--- src/rtl/ptg_pkg.sv ---
package ptg_pkg;
  typedef enum logic [1:0] {
    PAT_ZERO = 2'd0,
    PAT_ONE  = 2'd1,
    PAT_ALT  = 2'd2,
    PAT_SINE = 2'd3
  } pat_mode_e;

  localparam int unsigned NPH     = 2;
  localparam int unsigned PH_HI   = 0;
  localparam int unsigned PH_LO   = 1;
  localparam int unsigned DIV_MIN = 3;
  localparam int unsigned DIV_MAX = 13;
endpackage

--- src/rtl/ptg_edge_timer.sv ---
module ptg_edge_timer #(
  parameter int unsigned DLY_W = 8
) (
  input  logic             clk_i,
  input  logic             rst_ni,
  input  logic             en_i,
  input  logic             pdm_clk_i,
  input  logic [DLY_W-1:0] dly_hi_i,
  input  logic [DLY_W-1:0] dly_lo_i,
  output logic             rise_o,
  output logic             stb_hi_o,
  output logic             stb_lo_o
);
  localparam int unsigned CNT_W = DLY_W + 1;
  localparam logic [CNT_W-1:0] CNT_MAX = '1;

  logic             pdm_q;
  logic             armed_q;
  logic [CNT_W-1:0] cnt_q;

  assign rise_o = en_i & pdm_clk_i & ~pdm_q;

  always_ff @(posedge clk_i or negedge rst_ni) begin
    if (!rst_ni) pdm_q <= 1'b1;
    else         pdm_q <= pdm_clk_i;
  end

  always_ff @(posedge clk_i or negedge rst_ni) begin
    if (!rst_ni) begin
      armed_q <= 1'b0;
      cnt_q   <= '0;
    end else if (!en_i) begin
      armed_q <= 1'b0;
      cnt_q   <= '0;
    end else if (rise_o) begin
      armed_q <= 1'b1;
      cnt_q   <= '0;
    end else if (armed_q && cnt_q != CNT_MAX) begin
      cnt_q   <= cnt_q + 1'b1;
    end
  end

  // the spare top bit keeps a saturated count from matching any delay
  assign stb_hi_o = en_i & armed_q & (cnt_q == {1'b0, dly_hi_i});
  assign stb_lo_o = en_i & armed_q & (cnt_q == {1'b0, dly_lo_i});

  assert_rise_restart_R2: assert property (@(posedge clk_i) disable iff (!rst_ni)
    rise_o |=> (cnt_q == '0) && armed_q);
  assert_cnt_step_R2: assert property (@(posedge clk_i) disable iff (!rst_ni)
    en_i && armed_q && !rise_o && cnt_q != CNT_MAX |=> cnt_q == $past(cnt_q) + 1'b1);
  assert_cnt_sat_R9: assert property (@(posedge clk_i) disable iff (!rst_ni)
    en_i && !rise_o && cnt_q == CNT_MAX |=> cnt_q == CNT_MAX);
  assert_sat_quiet_R9: assert property (@(posedge clk_i) disable iff (!rst_ni)
    cnt_q == CNT_MAX |-> !stb_hi_o && !stb_lo_o);
endmodule

--- src/rtl/ptg_sine_osc.sv ---
module ptg_sine_osc
  import ptg_pkg::*;
#(
  parameter int unsigned OSC_W = 18,
  parameter int unsigned DIV_W = 4
) (
  input  logic                    clk_i,
  input  logic                    rst_ni,
  input  logic                    en_i,
  input  logic                    step_i,
  input  logic [DIV_W-1:0]        div_i,
  output logic signed [OSC_W-1:0] sin_o
);
  localparam logic signed [OSC_W-1:0] SEED = OSC_W'(2 ** (OSC_W - 2));

  logic signed [OSC_W-1:0] x_q, y_q, x_nx;
  logic [DIV_W-1:0]        k;

  always_comb begin
    if (32'(div_i) < DIV_MIN)      k = DIV_W'(DIV_MIN);
    else if (32'(div_i) > DIV_MAX) k = DIV_W'(DIV_MAX);
    else                           k = div_i;
  end

  // cross terms scaled by 2^-k: rotation of about 2^-k rad per step
  assign x_nx = x_q - (y_q >>> k);

  always_ff @(posedge clk_i or negedge rst_ni) begin
    if (!rst_ni) begin
      x_q <= SEED;
      y_q <= '0;
    end else if (!en_i) begin
      x_q <= SEED;
      y_q <= '0;
    end else if (step_i) begin
      x_q <= x_nx;
      y_q <= y_q + (x_nx >>> k);
    end
  end

  assign sin_o = x_q;

  assert_seed_R6: assert property (@(posedge clk_i) disable iff (!rst_ni)
    !en_i |=> x_q == SEED && y_q == '0);
  assert_hold_R6: assert property (@(posedge clk_i) disable iff (!rst_ni)
    en_i && !step_i |=> $stable(x_q) && $stable(y_q));
endmodule

--- src/rtl/ptg_phase_src.sv ---
module ptg_phase_src
  import ptg_pkg::*;
#(
  parameter int unsigned OSC_W = 18
) (
  input  logic                    clk_i,
  input  logic                    rst_ni,
  input  logic                    en_i,
  input  logic                    stb_i,
  input  logic [1:0]              mode_i,
  input  logic signed [OSC_W-1:0] sin_i,
  output logic                    bit_o
);
  localparam int unsigned ACC_W = OSC_W + 2;
  localparam logic signed [ACC_W-1:0] FS = ACC_W'(2 ** (OSC_W - 1));

  pat_mode_e               mode;
  logic                    alt_q;
  logic signed [ACC_W-1:0] acc_q, sum;
  logic                    sd_bit;

  assign mode   = pat_mode_e'(mode_i);
  assign sum    = acc_q + ACC_W'(sin_i);
  assign sd_bit = ~sum[ACC_W-1];

  always_comb begin
    unique case (mode)
      PAT_ZERO: bit_o = 1'b0;
      PAT_ONE:  bit_o = 1'b1;
      PAT_ALT:  bit_o = alt_q;
      default:  bit_o = sd_bit;
    endcase
  end

  always_ff @(posedge clk_i or negedge rst_ni) begin
    if (!rst_ni) begin
      alt_q <= 1'b0;
      acc_q <= '0;
    end else if (!en_i) begin
      alt_q <= 1'b0;
      acc_q <= '0;
    end else if (stb_i) begin
      if (mode == PAT_ALT)  alt_q <= ~alt_q;
      if (mode == PAT_SINE) acc_q <= sd_bit ? sum - FS : sum + FS;
    end
  end

  assert_state_hold_R8: assert property (@(posedge clk_i) disable iff (!rst_ni)
    en_i && !stb_i |=> $stable(acc_q) && $stable(alt_q));
  assert_alt_flip_R4: assert property (@(posedge clk_i) disable iff (!rst_ni)
    en_i && stb_i && mode == PAT_ALT |=> alt_q != $past(alt_q));
endmodule

--- src/rtl/pdm_test_gen.sv ---
module pdm_test_gen
  import ptg_pkg::*;
#(
  parameter int unsigned DLY_W = 8,
  parameter int unsigned DIV_W = 4,
  parameter int unsigned OSC_W = 18
) (
  input  logic             clk_i,
  input  logic             rst_ni,
  input  logic             en_i,
  input  logic             pdm_clk_i,
  input  logic [1:0]       mode_hi_i,
  input  logic [1:0]       mode_lo_i,
  input  logic [DLY_W-1:0] dly_hi_i,
  input  logic [DLY_W-1:0] dly_lo_i,
  input  logic [DIV_W-1:0] div_i,
  output logic             data_o
);
  logic                    rise;
  logic [NPH-1:0]          stb_w;
  logic [NPH-1:0]          bit_w;
  logic [1:0]              mode_w [NPH];
  logic signed [OSC_W-1:0] sin_w;
  logic                    data_q;

  assign mode_w[PH_HI] = mode_hi_i;
  assign mode_w[PH_LO] = mode_lo_i;

  ptg_edge_timer #(.DLY_W(DLY_W)) u_timer (
    .clk_i     (clk_i),
    .rst_ni    (rst_ni),
    .en_i      (en_i),
    .pdm_clk_i (pdm_clk_i),
    .dly_hi_i  (dly_hi_i),
    .dly_lo_i  (dly_lo_i),
    .rise_o    (rise),
    .stb_hi_o  (stb_w[PH_HI]),
    .stb_lo_o  (stb_w[PH_LO])
  );

  ptg_sine_osc #(.OSC_W(OSC_W), .DIV_W(DIV_W)) u_osc (
    .clk_i  (clk_i),
    .rst_ni (rst_ni),
    .en_i   (en_i),
    .step_i (rise),
    .div_i  (div_i),
    .sin_o  (sin_w)
  );

  for (genvar g = 0; g < NPH; g++) begin : g_ph
    ptg_phase_src #(.OSC_W(OSC_W)) u_src (
      .clk_i  (clk_i),
      .rst_ni (rst_ni),
      .en_i   (en_i),
      .stb_i  (stb_w[g]),
      .mode_i (mode_w[g]),
      .sin_i  (sin_w),
      .bit_o  (bit_w[g])
    );
  end

  always_ff @(posedge clk_i or negedge rst_ni) begin
    if (!rst_ni)             data_q <= 1'b0;
    else if (!en_i)          data_q <= 1'b0;
    else if (stb_w[PH_LO])   data_q <= bit_w[PH_LO];
    else if (stb_w[PH_HI])   data_q <= bit_w[PH_HI];
  end

  assign data_o = data_q;

  assert_off_zero_R1: assert property (@(posedge clk_i) disable iff (!rst_ni)
    !en_i |=> !data_o);
  assert_hold_R2: assert property (@(posedge clk_i) disable iff (!rst_ni)
    en_i && stb_w == '0 |=> $stable(data_o));
  assert_one_R3: assert property (@(posedge clk_i) disable iff (!rst_ni)
    en_i && stb_w[PH_HI] && !stb_w[PH_LO] && mode_hi_i == 2'd1 |=> data_o);
  assert_zero_R3: assert property (@(posedge clk_i) disable iff (!rst_ni)
    en_i && stb_w[PH_HI] && !stb_w[PH_LO] && mode_hi_i == 2'd0 |=> !data_o);
  assert_lo_wins_R5: assert property (@(posedge clk_i) disable iff (!rst_ni)
    en_i && stb_w[PH_LO] |=> data_o == $past(bit_w[PH_LO]));
endmodule

--- config.mk ---
export PLATFORM = sky130hd
export DESIGN_NAME = pdm_test_gen
export DESIGN_NICKNAME = d
export VERILOG_FILES = /design/src/rtl/ptg_pkg.sv /design/src/rtl/ptg_edge_timer.sv /design/src/rtl/ptg_sine_osc.sv /design/src/rtl/ptg_phase_src.sv /design/src/rtl/pdm_test_gen.sv
export SDC_FILE = /design/constraint.sdc
export NUM_CORES = 1
export LEC_CHECK = 0
export CAP_MARGIN = 20
export CORE_ASPECT_RATIO = 1.25
export CORE_MARGIN = 4
export CORE_UTILIZATION = 42
export DETAILED_ROUTE_END_ITERATION = 12
export PLACE_DENSITY = 0.64
export RECOVER_POWER = 25
export SYNTH_ARGS = -nofsm -noshare
export SYNTH_HDL_FRONTEND = slang
export SYNTH_SLANG_ARGS = --single-unit
--- constraint.sdc ---
create_clock -name clk_i -period 13.7 [get_ports clk_i]
set_input_delay 2.74 -clock clk_i [delete_from_list [all_inputs] [get_ports clk_i]]
set_output_delay 2.74 -clock clk_i [all_outputs]
set_load 0.02 [all_outputs]
# --- Word-level counts from Yosys, hierarchy flattened ---
# Cells that the tools add are included.
# Widths: inputs -> output; s select.
totals:
  regBits: 90
  out_inout_bits: 1
op_classes:
  addsub: 9
  magnitude_cmp: 2
  eq_ne: 18
  n_shift: 2
  mux: 30
  bitwise_logic: 10
  n_reduce_logical: 7
op_table:
  columns: ["cell", "n"]
  rows:
  - ["$mux 20", 8]
  - ["$mux 18", 4]
  - ["$add 20x18->20", 2]
  - ["$add 20x19->20 const B", 2]
  - ["$sub 20x19->20 const B", 2]
  - ["$sshr 18x4->18", 2]
  - ["$mux 9", 3]
  - ["$add 18x18->18", 1]
  - ["$eq 9x8->1", 2]
  - ["$sub 18x18->18", 1]
  - ["$ne 2x1->1 const B", 7]
  - ["$mux 1", 11]
  - ["$add 9x1->9 const B", 1]
  - ["$ne 9x9->1 const B", 1]
  - ["$eq 2x2->1 const B", 4]
  - ["$mux 4", 2]
  - ["$reduce_and 2->1", 4]
  - ["$ne 3x1->1 const B", 2]
  - ["$pmux 1 s3", 2]
  - ["$and 1x1->1", 5]
  - ["$not 1->1", 5]
  - ["$eq 2x1->1 const B", 2]
  - ["$gt 4x4->1 const B", 1]
  - ["$logic_not 2->1", 2]
  - ["other kinds (2)", 2]

# --- Logic depth before layout (Yosys ltp) ---
logic_depth:
  depth_word: 9
  depth_mapped: 35

# --- Hierarchy ---
# A second synthesis with hierarchy kept.
unflattened:
  cells_unflattened: 1043
  area_unflattened_um2: 8689.6
by_module_without_submodules:
  columns: ["module", "instances", "cells_per_inst", "area_per_inst_um2", "seq_area_each_um2"]
  rows:
  - ["ptg_sine_osc", 1, 565, 4385.5, 902.1]
  - ["ptg_phase_src (g_ph[0].u_src)", 1, 196, 1774.2, 525.5]
  - ["ptg_phase_src (g_ph[1].u_src)", 1, 201, 1764.2, 525.5]
  - ["ptg_edge_timer", 1, 77, 713.2, 276.5]
  - ["pdm_test_gen", 1, 4, 52.6, 25.0]

# --- Worst setup path after synthesis ---
# No wires, ideal clock.
synth_path:
  path_kind: "input port to flip-flop"
  startpoint: "input div_i[2]"
  endpoint: "register u_osc.y_q[17]"
  setup_time_ns: 0.119
  arrival_ns: 8.523
  t_required_ns: 13.581
  slack_ns: 5.058
  path_stages: 31
  n_path_buf: 3
  cell_sequence: "clkbuf_1 > inv_2 > nor3_1 > nor3_1 > buf_2 > buf_1 > mux2i_1 > mux2i_1 > o21ai_1 > ha_1 > fa_1 > nand2b_1 > a21oi_1 > o211ai_1 > o211ai_1 > a21oi_1 > xnor2_1 > mux2i_2 > a22oi_1 > mux4_2 > ha_1 > a211oi_1 > o21ai_1 > a31oi_1 > o21ba_1 > o211ai_1 > a41oi_1 > xor2_1 > nor3b_1 > xnor2_1 > and2_1"
synth_between:
  elab_chain_cells: 9
synth_lines:
  columns: ["element", "line_no", "source"]
  rows:
  - ["start, declared", "pdm_test_gen.sv:16", "input logic [DIV_W-1:0] div_i,"]
  - ["$gt 4x4->1", "ptg_sine_osc.sv:21", "else if (32'(div_i) > DIV_MAX) k = DIV_W'(DIV_MAX);"]
  - ["$mux 4", "ptg_sine_osc.sv:21", null]
  - ["$mux 4 (*)", "ptg_sine_osc.sv:20", "if (32'(div_i) < DIV_MIN) k = DIV_W'(DIV_MIN);"]
  - ["$sshr 18x4->18", "ptg_sine_osc.sv:26", "assign x_nx = x_q - (y_q >>> k);"]
  - ["$sub 18x18->18", "ptg_sine_osc.sv:26", null]
  - ["$sshr 18x4->18 (*)", "ptg_sine_osc.sv:37", "y_q <= y_q + (x_nx >>> k);"]
  - ["$add 18x18->18 (*)", "ptg_sine_osc.sv:37", null]
  - ["$mux 18 (*)", "ptg_sine_osc.sv:35", "end else if (step_i) begin"]
  - ["$mux 18 (*)", "ptg_sine_osc.sv:32", "end else if (!en_i) begin"]
  - ["end signal, assigned", "ptg_sine_osc.sv:37", null]
  - ["end, declared", "ptg_sine_osc.sv:16", "logic signed [OSC_W-1:0] x_q, y_q, x_nx;"]
# Mark *: on every way between the ends. The rest lies on a longest branch, timed or not. The select of a mux whose other input is x is not followed.
# A chain may end at the register's enable or synchronous reset.

# --- Worst setup path after layout ---
layout_path:
  startpoint: "input div_i[3]"
  endpoint: "register u_osc.y_q[17]"
# Same word-level chain as after synthesis.

==> flow_summary.toml <==
[pwr]
power_frac_seq = 0.208
totalPowerFinal_mw = 1.78
power_frac_comb = 0.636
cellLeakagePower_nw = 4.28
power.density_mw_per_mm2 = 195
swShare = 0.479
clkPwrFrac = 0.156
worst_ir_drop_vdd_mv = 0.112
switching_power_mw = 0.854
internal_power_mw = 0.930

[sta]
max_clock_freq_mhz = 96.5
rsz_0062_raised_after_global_routing = "no"
setup-tns-final_ns = 0
fin_crit_ns = 10.37
hold_viol = 0
finClkSkew_ns = 0.0121
timing.slew.headroom = -1.46
slew_viol_final = 68
setup_viol = 0
worstMarginPinSlew_ns = 3.69
layout_worst_path_cycle_share = 0.757

[clocking]
cts_hold_buffers = 0
clock_buffers_created_by_tritoncts = 9
post-cts-setup-buffers = 0
htree_levels = 3
clkTransAtPathRegs_ns = 0.06
clock_tree.root_cell = "clkbuf_16"
clockBufferDepth = 2
cts_tree = "built"
cts_repair_resize_count = 0
clock_latency_ns = 0.36
number_of_clock_sinks = 90

[detailed_routing]
route.detailed.drc = 0
drt_first_pass_iters = 5
drt-initial-drc-count = 453
drt-vias-per-instance = 5.69
postRouteWirelength_um = 21300
post_drt_wl_per_cell_um = 16.6
vias_after_detailed_routing = 7311
postRouteAntennaNets = 0

[critical_path]
reg2reg_to = "u_osc.y_q[17]"
cp-startpoint = "div_i[3]"
worst-endpoint-required_ns = 13.94
crit_slowest_cell = "clkdlybuf4s50_1"
critical_path_class = "in2reg"
reg2reg_setup_slack_ns = 7.21
crit_top_cell = "a21oi_1"
cp_num_buf_inv = 4
worst-r2r-cell-count = 29
path_depth = 34
path_max_fanout = 36
critical_path.endpoint_type = "flip-flop"
worst_r2r_startpoint = "u_osc.y_q[12]"
setup.worst_path.end = "u_osc.y_q[17]"
start_kind = "input port"
critPathArrivalTime_ns = 10.61
timing.critical_path.max_delay_family = "compound AO/OA/AOI/OAI gates"
cp_slowest_stage_delay_ns = 0.45

[floorplanning]
die-area_sq_mm = 0.0222
core_area_sq_mm = 0.0195
standard_cell_rows = 57
floorplan.initialDensity = 0.429
y_dimension_of_the_die_um = 166
die_w_um = 134
num_io_pins = 29

[min_path]
timing.hold.worst.class = "reg2reg"

[global_route]
global_route.usage.total = 0.199
largest_net_degree_at_the_start_of_global_routing = 68
grt_first_pass_wirelength_um = 36300
grt_pass1_vias = 7299
number_of_antenna_violations_at_the_first_check_in_global_routing = 0
grt_remaining_overflow = 0

[synthesis]
postSynth.topFlopCell = "dfrtp_1"
synth_warn = 0
post_synthesis_cell_area_sq_mm = 0.00835
async_reset_ff_frac = 1.00
syn-instance-count = 1018
syn_area_per_cell_sq_um = 8.20
synth.lib_cells_used.distinct = 70
number_of_flops_mapped_to_enable_cells_by_yosys = 0
postSynthRegisterBits = 90
synth_nets = 1126
synth-seq-area-share = 0.270

[run_status]
violated_checks = "capacitance limit, slew limit"
outcome = "complete, but fails checks"

[placement]
gpl.final_weighted_congestion = 0.953
place.port_buffers = 28
placed_area_sq_mm = 0.00883
detailed_place_hpwl_um = 16200

[final_layout]
finalNetCount = 1123
area_delta_synth_final_pct = 9.60
drive_above_1_share = 0.0461
antennaDiodeCount = 0
final_core_util = 0.470
final_area_sq_mm = 0.00915

[flow_run]
drv.max_cap_violation_count = 1
-- sequential cells by signal, summed over array words and instances, names as in the netlist --
register / cells
g_ph.u_src.acc_q: 40
u_osc.sin_o: 18
u_osc.y_q: 18
u_timer.cnt_q: 9
g_ph.u_src.alt_q: 2
data_o: 1
u_timer.armed_q: 1
u_timer.pdm_q: 1
-- layer usage --
layer / up-vias / share of wire / GRT usage
li1: 3682 / - / -
met1: 3469 / 0.44 / 0.257
met2: 132 / 0.50 / 0.348
met3: 28 / 0.029 / 0.0264
met4: 0 / 0.023 / 0.0549
met5: - / 0 / 0
-- tightest hold or removal path: cells and delay by family, from the launching register on --
kind | cells | cell delay (ns)
AND/OR/NAND/NOR | 2 | 0.13
flip-flops | 1 | 0.34
-- power groups by stage --
stage	combinational, mW	sequential [mW]	clock (mW)
after floorplan	0.878	0.347	0
after global placement	1.12	0.375	0
after detailed placement	1.12	0.377	0
after CTS	1.12	0.371	0.285
after global routing	1.27	0.378	0.296
final	1.13	0.371	0.278
-- worst min-delay path by stage --
stage                      startpoint                      to  slack, ns  depth (start not counted)
5_1_grt        g_ph[0].u_src.acc_q[4]  g_ph[0].u_src.acc_q[4]       0.55                          2
2_1_floorplan         u_timer.armed_q         u_timer.armed_q       0.45                          2
4_1_cts               u_timer.armed_q         u_timer.armed_q       0.51                          2
6_report              u_timer.armed_q         u_timer.armed_q       0.50                          2
3_5_place_dp          u_timer.armed_q         u_timer.armed_q       0.50                          2
3_3_place_gp          u_timer.armed_q         u_timer.armed_q       0.48                          2
-- final cells by class --
type	instances	area, sq um
Clock inverter	4	73.8
Multi-Input combinational cell	847	5790
Timing Repair Buffer	38	344
Sequential cell	90	2250
Tap cell	265	332
Fill cell	1841	10300
Inverter	29	109
Clock buffer	12	246
-- layout by cell type, fill, tap and decap left out, drive strengths merged, types with 8 or more instances in the layout --
master,n
o21ai,119
nand2,90
dfrtp,88
a21oi,78
ha,74
nand3,73
nor2,67
xor2,48
xnor2,45
mux2i,30
inv,30
a21o,25
clkdlybuf4s50,25
nand2b,16
nor3,15
a211oi,14
clkbuf,14
o211ai,13
and2,11
a31oi,11
buf,10
or3,8
o21bai,8
-- kinds of logic (layout without fill, tap and decap cells) --
| family | after synthesis | in the layout | synth area share |
|---|---|---|---|
| AND/OR/NAND/NOR | 324 | 324 | 0.187 |
| AO/OA/AOI/OAI | 313 | 313 | 0.233 |
| XOR/XNOR | 93 | 93 | 0.0984 |
| flip-flops | 90 | 90 | 0.270 |
| buffers and inverters | 81 | 83 | 0.0370 |
| adder cells (fa/ha/maj) | 80 | 80 | 0.125 |
| multiplexers | 37 | 37 | 0.0499 |
-- cells in the mapped netlist, types with 4 or more instances --
master	instances	area (sq um)
a211o_1	6	52.6
a211oi_1	14	105
a21o_1	25	188
a21oi_1	77	385
a22o_1	7	61.3
a31oi_1	10	62.6
and2_1	11	68.8
and3_1	7	43.8
buf_1	5	18.8
buf_2	4	20.0
clkbuf_1	43	161
dfrtp_1	88	2200
fa_1	6	120
ha_1	74	926
inv_1	27	101
mux2i_1	29	290
nand2_1	90	338
nand2b_1	16	100
nand3_1	73	365
nand4_1	7	43.8
nor2_1	67	251
nor2b_1	6	37.5
nor3_1	15	75.1
nor3b_1	5	37.5
o211ai_1	13	97.6
o21a_1	6	45.0
o21ai_0	75	375
o21ai_1	44	220
o21bai_1	7	52.6
or3_1	8	50.1
xnor2_1	45	394
xor2_1	47	412
-- stage by stage --
stage	cells	setup WS, ns	hold slack [ns]
final	1285	3.33	0.501
after global placement	1268	3.09	0.479
after global routing	1285	2.62	0.551
after CTS	1284	3.34	0.511
after floorplan	1018	5.06	0.454
after detailed placement	1268	3.01	0.495
Power figures use the tool's default switching activity.
